[config.mk]
export PLATFORM = sky130hd
export DESIGN_NAME = tcline_alloc
export DESIGN_NICKNAME = d
export VERILOG_FILES = /design/src/rtl/tcline_pkg.sv /design/src/rtl/tcline_offset_chk.sv /design/src/rtl/tcline_packer.sv /design/src/rtl/tcline_dir_hold.sv /design/src/rtl/tcline_alloc.sv
export SDC_FILE = /design/constraint.sdc
export NUM_CORES = 1
export LEC_CHECK = 0
export ABC_AREA = 1
export CAP_MARGIN = 20
export CORE_MARGIN = 2
export CORE_UTILIZATION = 49
export CTS_CLUSTER_SIZE = 14
export DETAILED_ROUTE_END_ITERATION = 16
export PLACE_DENSITY = 0.78
export SLEW_MARGIN = 20
export SYNTH_ARGS = -nofsm -noshare
export SYNTH_HDL_FRONTEND = slang
export SYNTH_HIERARCHICAL = 1
export SYNTH_SLANG_ARGS = --single-unit
[constraint.sdc]
create_clock -name clk -period 4.6 [get_ports clk]
set_input_delay 0.69 -clock clk [delete_from_list [all_inputs] [get_ports clk]]
set_output_delay 0.69 -clock clk [all_outputs]
set_load 0.01 [all_outputs]
[src/rtl/tcline_pkg.sv]
package tcline_pkg;
  localparam int UNITS  = 4;
  localparam int SLOT_W = 6;
  localparam int OWN_W  = 3;

  typedef enum logic [OWN_W-1:0] {
    OWN_GPIO = 3'd0,
    OWN_TMR0 = 3'd1,
    OWN_TMR1 = 3'd2,
    OWN_CNT0 = 3'd3,
    OWN_CNT1 = 3'd4
  } owner_e;

  // Request vector in priority order: bit0 timer0 .. bit3 counter1
  function automatic logic [UNITS-1:0] unit_requests(input logic [1:0] tmr_cnt,
                                                     input logic c0_en,
                                                     input logic c0_avail,
                                                     input logic c1_en);
    logic [UNITS-1:0] r;
    r[0] = (tmr_cnt != 2'd0);
    r[1] = tmr_cnt[1];
    r[2] = c0_en & c0_avail;
    r[3] = c1_en;
    return r;
  endfunction

  // Line index of unit k: base plus the number of requesting units ahead of it
  function automatic logic [SLOT_W-1:0] unit_slot(input logic [SLOT_W-1:0] base,
                                                  input logic [UNITS-1:0] req,
                                                  input int k);
    logic [SLOT_W-1:0] s;
    s = base;
    for (int j = 0; j < UNITS; j++)
      if (j < k && req[j]) s = s + 1'b1;
    return s;
  endfunction

  function automatic owner_e unit_owner(input int k);
    return owner_e'(k + 1);
  endfunction
endpackage

[src/rtl/tcline_offset_chk.sv]
module tcline_offset_chk #(
  parameter int OFS_W   = 4,
  parameter int MIN_OFS = 4,
  parameter int MAX_OFS = 8
) (
  input  logic             clk,
  input  logic             rst_n,
  input  logic [OFS_W-1:0] ofs_raw,
  input  logic             clamp_low,
  output logic [OFS_W-1:0] ofs_eff,
  output logic             low_err,
  output logic             high_err
);
  localparam logic [OFS_W:0] MIN_V = (OFS_W+1)'(MIN_OFS);
  localparam logic [OFS_W:0] MAX_V = (OFS_W+1)'(MAX_OFS);

  logic below_min;

  always_comb begin
    below_min = ({1'b0, ofs_raw} < MIN_V);
    ofs_eff   = below_min ? MIN_V[OFS_W-1:0] : ofs_raw;
    low_err   = below_min & ~clamp_low;
    high_err  = ({1'b0, ofs_raw} > MAX_V);
  end

  // the effective offset is never below the floor
  p_eff_floor_r3: assert property (@(posedge clk) disable iff (!rst_n)
    ({1'b0, ofs_eff} >= MIN_V))
    else $error("effective offset below floor");

  // a clamped low offset is never an error
  p_clamp_no_err_r4: assert property (@(posedge clk) disable iff (!rst_n)
    (clamp_low && {1'b0, ofs_raw} < MIN_V) |-> (!low_err && ofs_eff == MIN_V[OFS_W-1:0]))
    else $error("clamp did not apply");
endmodule

[src/rtl/tcline_packer.sv]
module tcline_packer
  import tcline_pkg::*;
#(
  parameter int NUM_LINES = 16,
  parameter int OFS_W     = 4
) (
  input  logic                       clk,
  input  logic                       rst_n,
  input  logic [OFS_W-1:0]           ofs_eff,
  input  logic [UNITS-1:0]           req,
  output logic [NUM_LINES*OWN_W-1:0] cand_map,
  output logic [NUM_LINES-1:0]       cand_claim,
  output logic [NUM_LINES-1:0]       cand_timer,
  output logic                       overflow
);
  logic [SLOT_W-1:0] slot [UNITS];
  logic [UNITS-1:0]  past_end;

  for (genvar k = 0; k < UNITS; k++) begin : g_slot
    always_comb begin
      slot[k]     = unit_slot(SLOT_W'(ofs_eff), req, k);
      past_end[k] = req[k] && (slot[k] >= SLOT_W'(NUM_LINES));
    end
  end

  assign overflow = |past_end;

  for (genvar ln = 0; ln < NUM_LINES; ln++) begin : g_line
    owner_e own;
    always_comb begin
      own = OWN_GPIO;
      for (int k = 0; k < UNITS; k++)
        if (req[k] && slot[k] == SLOT_W'(ln)) own = unit_owner(k);
    end
    assign cand_map[ln*OWN_W +: OWN_W] = own;
    assign cand_claim[ln] = (own != OWN_GPIO);
    assign cand_timer[ln] = (own == OWN_TMR0) || (own == OWN_TMR1);
  end

  // without overflow every request lands on exactly one line
  p_claim_count_r1: assert property (@(posedge clk) disable iff (!rst_n)
    !overflow |-> ($countones(cand_claim) == $countones(req)))
    else $error("claimed line count differs from request count");
endmodule

[src/rtl/tcline_dir_hold.sv]
module tcline_dir_hold #(
  parameter int NUM_LINES = 16
) (
  input  logic                 clk,
  input  logic                 rst_n,
  input  logic                 upd,
  input  logic [NUM_LINES-1:0] claim,
  input  logic [NUM_LINES-1:0] timer_line,
  output logic [NUM_LINES-1:0] force_q,
  output logic [NUM_LINES-1:0] out_q
);
  always_ff @(posedge clk) begin
    if (!rst_n) begin
      force_q <= '0;
      out_q   <= '0;
    end else if (upd) begin
      force_q <= force_q | claim;
      out_q   <= (out_q & ~claim) | (timer_line & claim);
    end
  end

  // an override, once set, is never released
  p_dir_sticky_r9: assert property (@(posedge clk) disable iff (!rst_n)
    1'b1 |=> ((force_q & $past(force_q)) == $past(force_q)))
    else $error("direction override released");

  // only forced lines may report an output direction
  p_out_within_force_r9: assert property (@(posedge clk) disable iff (!rst_n)
    ((out_q & ~force_q) == '0))
    else $error("direction set on unforced line");
endmodule

[src/rtl/tcline_alloc.sv]
module tcline_alloc
  import tcline_pkg::*;
#(
  parameter int NUM_LINES = 16,
  parameter int OFS_W     = 4,
  parameter int MIN_OFS   = 4,
  parameter int MAX_OFS   = 8
) (
  input  logic                       clk,
  input  logic                       rst_n,
  input  logic                       cfg_wr,
  input  logic [1:0]                 cfg_tmr_cnt,
  input  logic                       cfg_cnt0_en,
  input  logic                       cfg_cnt1_en,
  input  logic [OFS_W-1:0]           cfg_offset,
  input  logic                       cfg_clamp_low,
  input  logic                       cnt0_avail,
  output logic [NUM_LINES*OWN_W-1:0] owner_map,
  output logic [NUM_LINES-1:0]       dir_force,
  output logic [NUM_LINES-1:0]       dir_out,
  output logic                       cfg_err
);
  logic [OFS_W-1:0]           ofs_eff;
  logic                       low_err, high_err, overflow;
  logic [UNITS-1:0]           req;
  logic [NUM_LINES*OWN_W-1:0] cand_map;
  logic [NUM_LINES-1:0]       cand_claim, cand_timer;
  logic                       cand_err, wr_accept, wr_reject;
  logic [NUM_LINES*OWN_W-1:0] map_q;
  logic                       err_q;

  tcline_offset_chk #(.OFS_W(OFS_W), .MIN_OFS(MIN_OFS), .MAX_OFS(MAX_OFS)) u_ofs (
    .clk(clk), .rst_n(rst_n), .ofs_raw(cfg_offset), .clamp_low(cfg_clamp_low),
    .ofs_eff(ofs_eff), .low_err(low_err), .high_err(high_err));

  assign req = unit_requests(cfg_tmr_cnt, cfg_cnt0_en, cnt0_avail, cfg_cnt1_en);

  tcline_packer #(.NUM_LINES(NUM_LINES), .OFS_W(OFS_W)) u_pack (
    .clk(clk), .rst_n(rst_n), .ofs_eff(ofs_eff), .req(req),
    .cand_map(cand_map), .cand_claim(cand_claim), .cand_timer(cand_timer),
    .overflow(overflow));

  assign cand_err  = low_err | high_err | overflow;
  assign wr_accept = cfg_wr & ~cand_err;
  assign wr_reject = cfg_wr & cand_err;

  always_ff @(posedge clk) begin
    if (!rst_n) begin
      map_q <= '0;
      err_q <= 1'b0;
    end else if (cfg_wr) begin
      err_q <= cand_err;
      if (wr_accept) map_q <= cand_map;
    end
  end

  tcline_dir_hold #(.NUM_LINES(NUM_LINES)) u_dir (
    .clk(clk), .rst_n(rst_n), .upd(wr_accept), .claim(cand_claim),
    .timer_line(cand_timer), .force_q(dir_force), .out_q(dir_out));

  assign owner_map = map_q;
  assign cfg_err   = err_q;

  // a rejected write leaves mapping and directions in place
  p_reject_hold_r7: assert property (@(posedge clk) disable iff (!rst_n)
    wr_reject |=> ($stable(map_q) && $stable(dir_force) && $stable(dir_out) && err_q))
    else $error("rejected write changed state");

  // no strobe, no change
  p_idle_stable_r11: assert property (@(posedge clk) disable iff (!rst_n)
    !cfg_wr |=> ($stable(map_q) && $stable(err_q) && $stable(dir_force)))
    else $error("state moved without write");

  // an unavailable counter 0 never becomes a candidate owner
  for (genvar ln = 0; ln < NUM_LINES; ln++) begin : g_chk
    p_cnt0_gate_r6: assert property (@(posedge clk) disable iff (!rst_n)
      !cnt0_avail |-> (cand_map[ln*OWN_W +: OWN_W] != OWN_CNT0))
      else $error("counter 0 placed while unavailable");
    if (ln < MIN_OFS) begin : g_low
      // the lowest lines stay normal I/O
      p_low_free_r3: assert property (@(posedge clk) disable iff (!rst_n)
        (map_q[ln*OWN_W +: OWN_W] == OWN_GPIO) && !dir_force[ln])
        else $error("low line claimed");
    end
  end
endmodule

# After elaboration in Yosys (flattened, before gate mapping)
# Index checks and enable logic that the tools add are counted.
# totals
reg_bits	81
in_bits	13
output_inout_bits	81
word_cells	290
# op_classes
addsub	3
order_cmp	5
n_eq_ne	92
n_mux	68
bitwise_logic	12
n_reduce_logical	106
# op_table
op	count
== test 6 x 4 -> 1 bit (second input constant)	24
== test 6 x 3 -> 1 bit (second input constant)	12
logical AND 1 bit	67
2-to-1 mux 2 bit	30
2-to-1 mux 3 bit	18
== test 3 x 1 -> 1 bit (second input constant)	16
== test 3 x 2 -> 1 bit (second input constant)	16
nonzero test 3 bit	16
== test 6 x 2 -> 1 bit (second input constant)	6
AND 16 bit	2
== test 4 bit (second input constant)	8
bitwise OR 16 bit	2
zero test 6 bit	4
== test 6 x 1 -> 1 bit (second input constant)	3
greater-or-equal comparator 6 x 5 -> 1 bit (second input constant)	3
2-to-1 mux 6 bit	3
== test 4 x 3 -> 1 bit (second input constant)	4
logical OR 1 bit	16
2-to-1 mux 1 bit	16
inverter 16 bit	1
adder 6 x 1 -> 6 bit (second input constant)	2
== test 4 x 2 -> 1 bit (second input constant)	2
adder 4 x 1 -> 5 bit (second input constant)	1
== test 4 x 1 -> 1 bit (second input constant)	1
9 further kinds	13

# Logic depth before layout (Yosys ltp)
# depth
word_depth	15
ltp_mapped	31
mapped_depth_nobuf	27

# By module
# The synthesis kept the hierarchy.
# by_module_without_submodules
module	instances	cells_each	area_per_inst_um2
tcline_alloc	1	323	2193.4
tcline_packer	1	389	1954.4
tcline_dir_hold	1	166	1306.3
tcline_offset_chk	1	11	46.3

# Least setup slack after synthesis
# OpenSTA, ideal clock, no wires.
# synth_timing
kind	input -> register
from	in cfg_offset[0]
to	reg (tool-made name)
t_arrival_ns	4.222
t_required_ns	4.487
slack_ns	0.265
path_stages	28
n_path_buf	4
cell_sequence	inv_1 -> nor2_1 -> inv_1 -> ha_1 -> inv_1 -> nand2_1 -> nand2_2 -> inv_1 -> ha_1 -> nand2_1 -> o21ai_2 -> ha_1 -> nand2_1 -> a21oi_1 -> nand3_1 -> nand2_2 -> nand3_4 -> buf_6 -> nand2_1 -> o221ai_1 -> nor2_4 -> buf_4 -> and2_1 -> buf_6 -> buf_12 -> nand2_4 -> nor2_1 -> nor2_1
# synth_lines
element	line_no	rtl
from (decl)	tcline_alloc.sv:15	input logic [OFS_W-1:0] cfg_offset,

# Worst setup path in the final report
# layout_timing
from	in cfg_offset[2]
to	reg map_q[33], in the netlist owner_map[33]
# layout_via
elab_cells_between_ends	34
# layout_lines
element	line_no	rtl
less-than comparator 4 x 3 -> 1 bit (*)	tcline_offset_chk.sv:20	below_min = ({1'b0, ofs_raw} < MIN_V);
2-to-1 mux 4 bit (*)	tcline_offset_chk.sv:21	ofs_eff = below_min ? MIN_V[OFS_W-1:0] : ofs_raw;
net ofs_eff[1]	tcline_alloc.sv:23	logic [OFS_W-1:0] ofs_eff;
adder 4 x 1 -> 5 bit	tcline_pkg.sv:34	if (j < k && req[j]) s = s + 1'b1;
2-to-1 mux 6 bit	tcline_pkg.sv:34	
adder 6 x 1 -> 6 bit	tcline_pkg.sv:34	
2-to-1 mux 6 bit	tcline_pkg.sv:34	
adder 6 x 1 -> 6 bit	tcline_pkg.sv:34	
2-to-1 mux 6 bit	tcline_pkg.sv:34	
== test 6 x 4 -> 1 bit	tcline_packer.sv:33	if (req[k] && slot[k] == SLOT_W'(ln)) own = unit_owner(k);
logical AND 1 bit	tcline_packer.sv:33	
2-to-1 mux 3 bit (*)	tcline_packer.sv:33	
net cand_map[33]	tcline_alloc.sv:26	logic [NUM_LINES*OWN_W-1:0] cand_map;
to (signal assigned)	tcline_alloc.sv:53	if (wr_accept) map_q <= cand_map;
to (decl)	tcline_alloc.sv:29	logic [NUM_LINES*OWN_W-1:0] map_q;
# Mark *: on every way through the listed nets, which the timed path passes. The rest lies on a longest branch.
# A chain may end at the register's enable or synchronous reset.

==> flow_summary.json <==
{
  "status": "completed",
  "setup-tns-final_ps": 0,
  "yosysUniqueCellTypes": 38,
  "diodes": 0,
  "power_density_mw_per_mm2": 265,
  "nFillCells": 1067,
  "cts_inserted_buffers": 9,
  "root_buffer": "clkbuf_8",
  "crit_slowest_cell": "clkdlybuf4s50_1",
  "grt_max_degree": 67,
  "ir_drop_mv": 0.176,
  "grt_first_pass_wirelength_mm": 23.5,
  "dpl_worst_slack_ps": 95.8,
  "antenna_found_initial": 0,
  "pin_count": 94,
  "cts.clk_slew.worst_paths_ps": 80,
  "hold_path_class": "flop to flop",
  "finalClockSkew_ps": 0,
  "synth.largest_area_cell": "dfxtp_1",
  "postCtsSetupBuffers": 0,
  "num_rows": 38,
  "die_x_um": 110,
  "seqCellArea_mm2": 0.00162,
  "hold_violations": 0,
  "p_leak_nw": 3.19,
  "rsz0062_at_grt": "no",
  "multi_input_area_mm2": 0.00303,
  "wl_mm": 14.4,
  "area.growth.synth_to_final_pct": 21.6,
  "yosys.area.top_type_share_pct": 29.5,
  "post-route-util_pct": 61.4,
  "syn_nets": 915,
  "fin_cells": 1121,
  "syn_area_mm2": 0.00550,
  "max_stage_delay_ps": 510,
  "core_area_mm2": 0.0109,
  "gr-total-overflow": 0,
  "wire_per_inst_um": 12.8,
  "pwr-share-clk_pct": 26.5,
  "end_kind": "flop",
  "vias_per_cell": 4.94,
  "intPower_mw": 1.16,
  "die_h_um": 110,
  "yosysWarnings": 6,
  "die_area_mm2": 0.0121,
  "crit_path_start": "cfg_offset[2]",
  "synth-edff-count": 0,
  "whs_ps": 450,
  "postLayoutCellArea_mm2": 0.00669,
  "maxCapViolCount": 0,
  "max_freq_ghz": 0.239,
  "dp.cells": 1106,
  "p_seq_share_pct": 43.2,
  "gp_congestion": 0.976,
  "first_iter_violations": 367,
  "period_needed_ps": 4180,
  "worst-setup-path-type": "input pin to flop",
  "ctsHoldBuffers": 0,
  "crit_path_max_fanout": 5,
  "drive_above_1_share_pct": 10.4,
  "min_period_over_period_pct": 90.9,
  "setup_ws_ps": 417,
  "clk_path_buf_depth": 2,
  "drc_errors": 0,
  "yosysSeqAreaShare_pct": 29.5,
  "cts-resized-gates": 0,
  "p_sw_uw": 614,
  "critPathLaunchType": "input pin",
  "grt_pass1_vias": 5065,
  "htree_levels": 3,
  "required_ps": 4850,
  "slew_headroom_pct": 54.6,
  "total_power_mw": 1.77,
  "tightest_slew_ps": 681,
  "synth_top_flop_cell": "dfxtp_1",
  "arrival_ps": 4430,
  "first_pass_iters": 5,
  "finalSetupViolations": 0,
  "synth_cells": 889,
  "drtAntennaViolNets": 0,
  "placed_area_mm2": 0.00652,
  "drv_slew": 0,
  "cts_tree": "yes",
  "p_comb_share_pct": 30.4,
  "nets": 1003,
  "yosys-top-cells-area": "dfxtp_1 29%, nor2_1 12%, nand2_1 11%, inv_1 11%, nand3_1 7.6%",
  "p_sw_share_pct": 34.6,
  "clk_latency_ps": 350,
  "synth-seq-cells": 81,
  "vias": 5539,
  "hold_start": "u_dir/force_q[13]$_SDFFE_PN0P_",
  "io_buffers": 93,
  "async_flop_share_pct": 0,
  "gr-usage-all-layers_pct": 24.8,
  "syn_avg_cell_area_um2": 6.19,
  "dp_hpwl_mm": 10.9,
  "initial_core_util_pct": 50.5,
  "cts.sinks": 81
}
## kinds of logic after synthesis
logic type      Yosys count  share of synthesized area (%)
simple gates            487                           41.1
buf+inv                 198                           15.5
compound gates          109                           10.4
flops                    81                           29.5
fa+ha+maj                13                           2.96
xor+xnor                  1                          0.501
## per-layer routing
metal / part of all wire, % / up-vias / global-route usage [%]
li1: - / 2888 / -
met5: 0 / - / 0
met3: 5.5 / 28 / 4.86
met4: 2.3 / 0 / 7.78
met2: 46 / 163 / 42.4
met1: 46 / 2460 / 31.3
## cell usage in the layout (no fill, tap or decap), types with 2 or more instances in the layout
master and n:
clkdlybuf4s50_1 92, and2_1 3, o21ai_0 15, o22ai_1 5, inv_2 9, nand2_2 21, nand3_1 83, nand3_4 3
dfxtp_1 81, nor2_4 8, o21ai_1 2, nor2_1 175, nor3_1 3, or2_1 2, clkbuf_8 10, a22oi_1 4
nand2_4 15, or2_2 2, inv_1 154, a21oi_1 79, nand2_1 162, buf_4 17, ha_1 13, clkinv_2 3
nand3b_1 2, nor2_2 4
## worst paths after layout
check / slack [ps] / end / cells after the start
worst max-delay path: 420 / owner_map[33]$_SDFFE_PN0P_ / 27
worst min-delay path: 450 / u_dir/force_q[13]$_SDFFE_PN0P_ / 2
worst max register to register: 3920 / flop / 4
worst min register to register: 450 / u_dir/force_q[13]$_SDFFE_PN0P_ / 2
## layout make-up
| type | count | share of cell area [%] |
|---|---|---|
| clock buffer | 10 | 2.06 |
| multi-input combinational | 610 | 45.3 |
| tap | 140 | 2.62 |
| inverter | 164 | 9.24 |
| sequential | 81 | 24.2 |
| clock inverter | 5 | 0.468 |
| timing repair buffer | 111 | 16.0 |
## power groups by stage
| stage | clock network [mW] | logic, mW | registers (mW) |
|---|---|---|---|
| 2_1_floorplan | 0 | 0.344 | 0.800 |
| 3_3_place_gp | 0 | 0.532 | 0.782 |
| 3_5_place_dp | 0 | 0.534 | 0.782 |
| 4_1_cts | 0.479 | 0.536 | 0.766 |
| 5_1_grt | 0.507 | 0.600 | 0.771 |
| 6_report | 0.469 | 0.539 | 0.766 |
## worst max-delay path, delay by kind of cell
family	cells	cell delay, ps
AO/OA/AOI/OAI	1	70
adder cells (fa/ha/maj)	3	820
buffers and inverters	8	1100
AND/OR/NAND/NOR	15	1720
## synthesized netlist by cell type, types with 3 or more instances
master and number:
buf_2 15, a22oi_1 4, ha_1 13, o21ai_0 15
nor2_2 5, nor2_4 7, inv_2 9, inv_1 154
nand2_4 15, nor2_1 175, buf_1 3, nand3_1 83
nor3_1 3, dfxtp_1 81, a21oi_1 79, nand2_1 162
and2_1 3, nand2_2 21, buf_4 9, o22ai_1 5
nand3_4 3, buf_6 5
(Power assumes the default switching activity.)
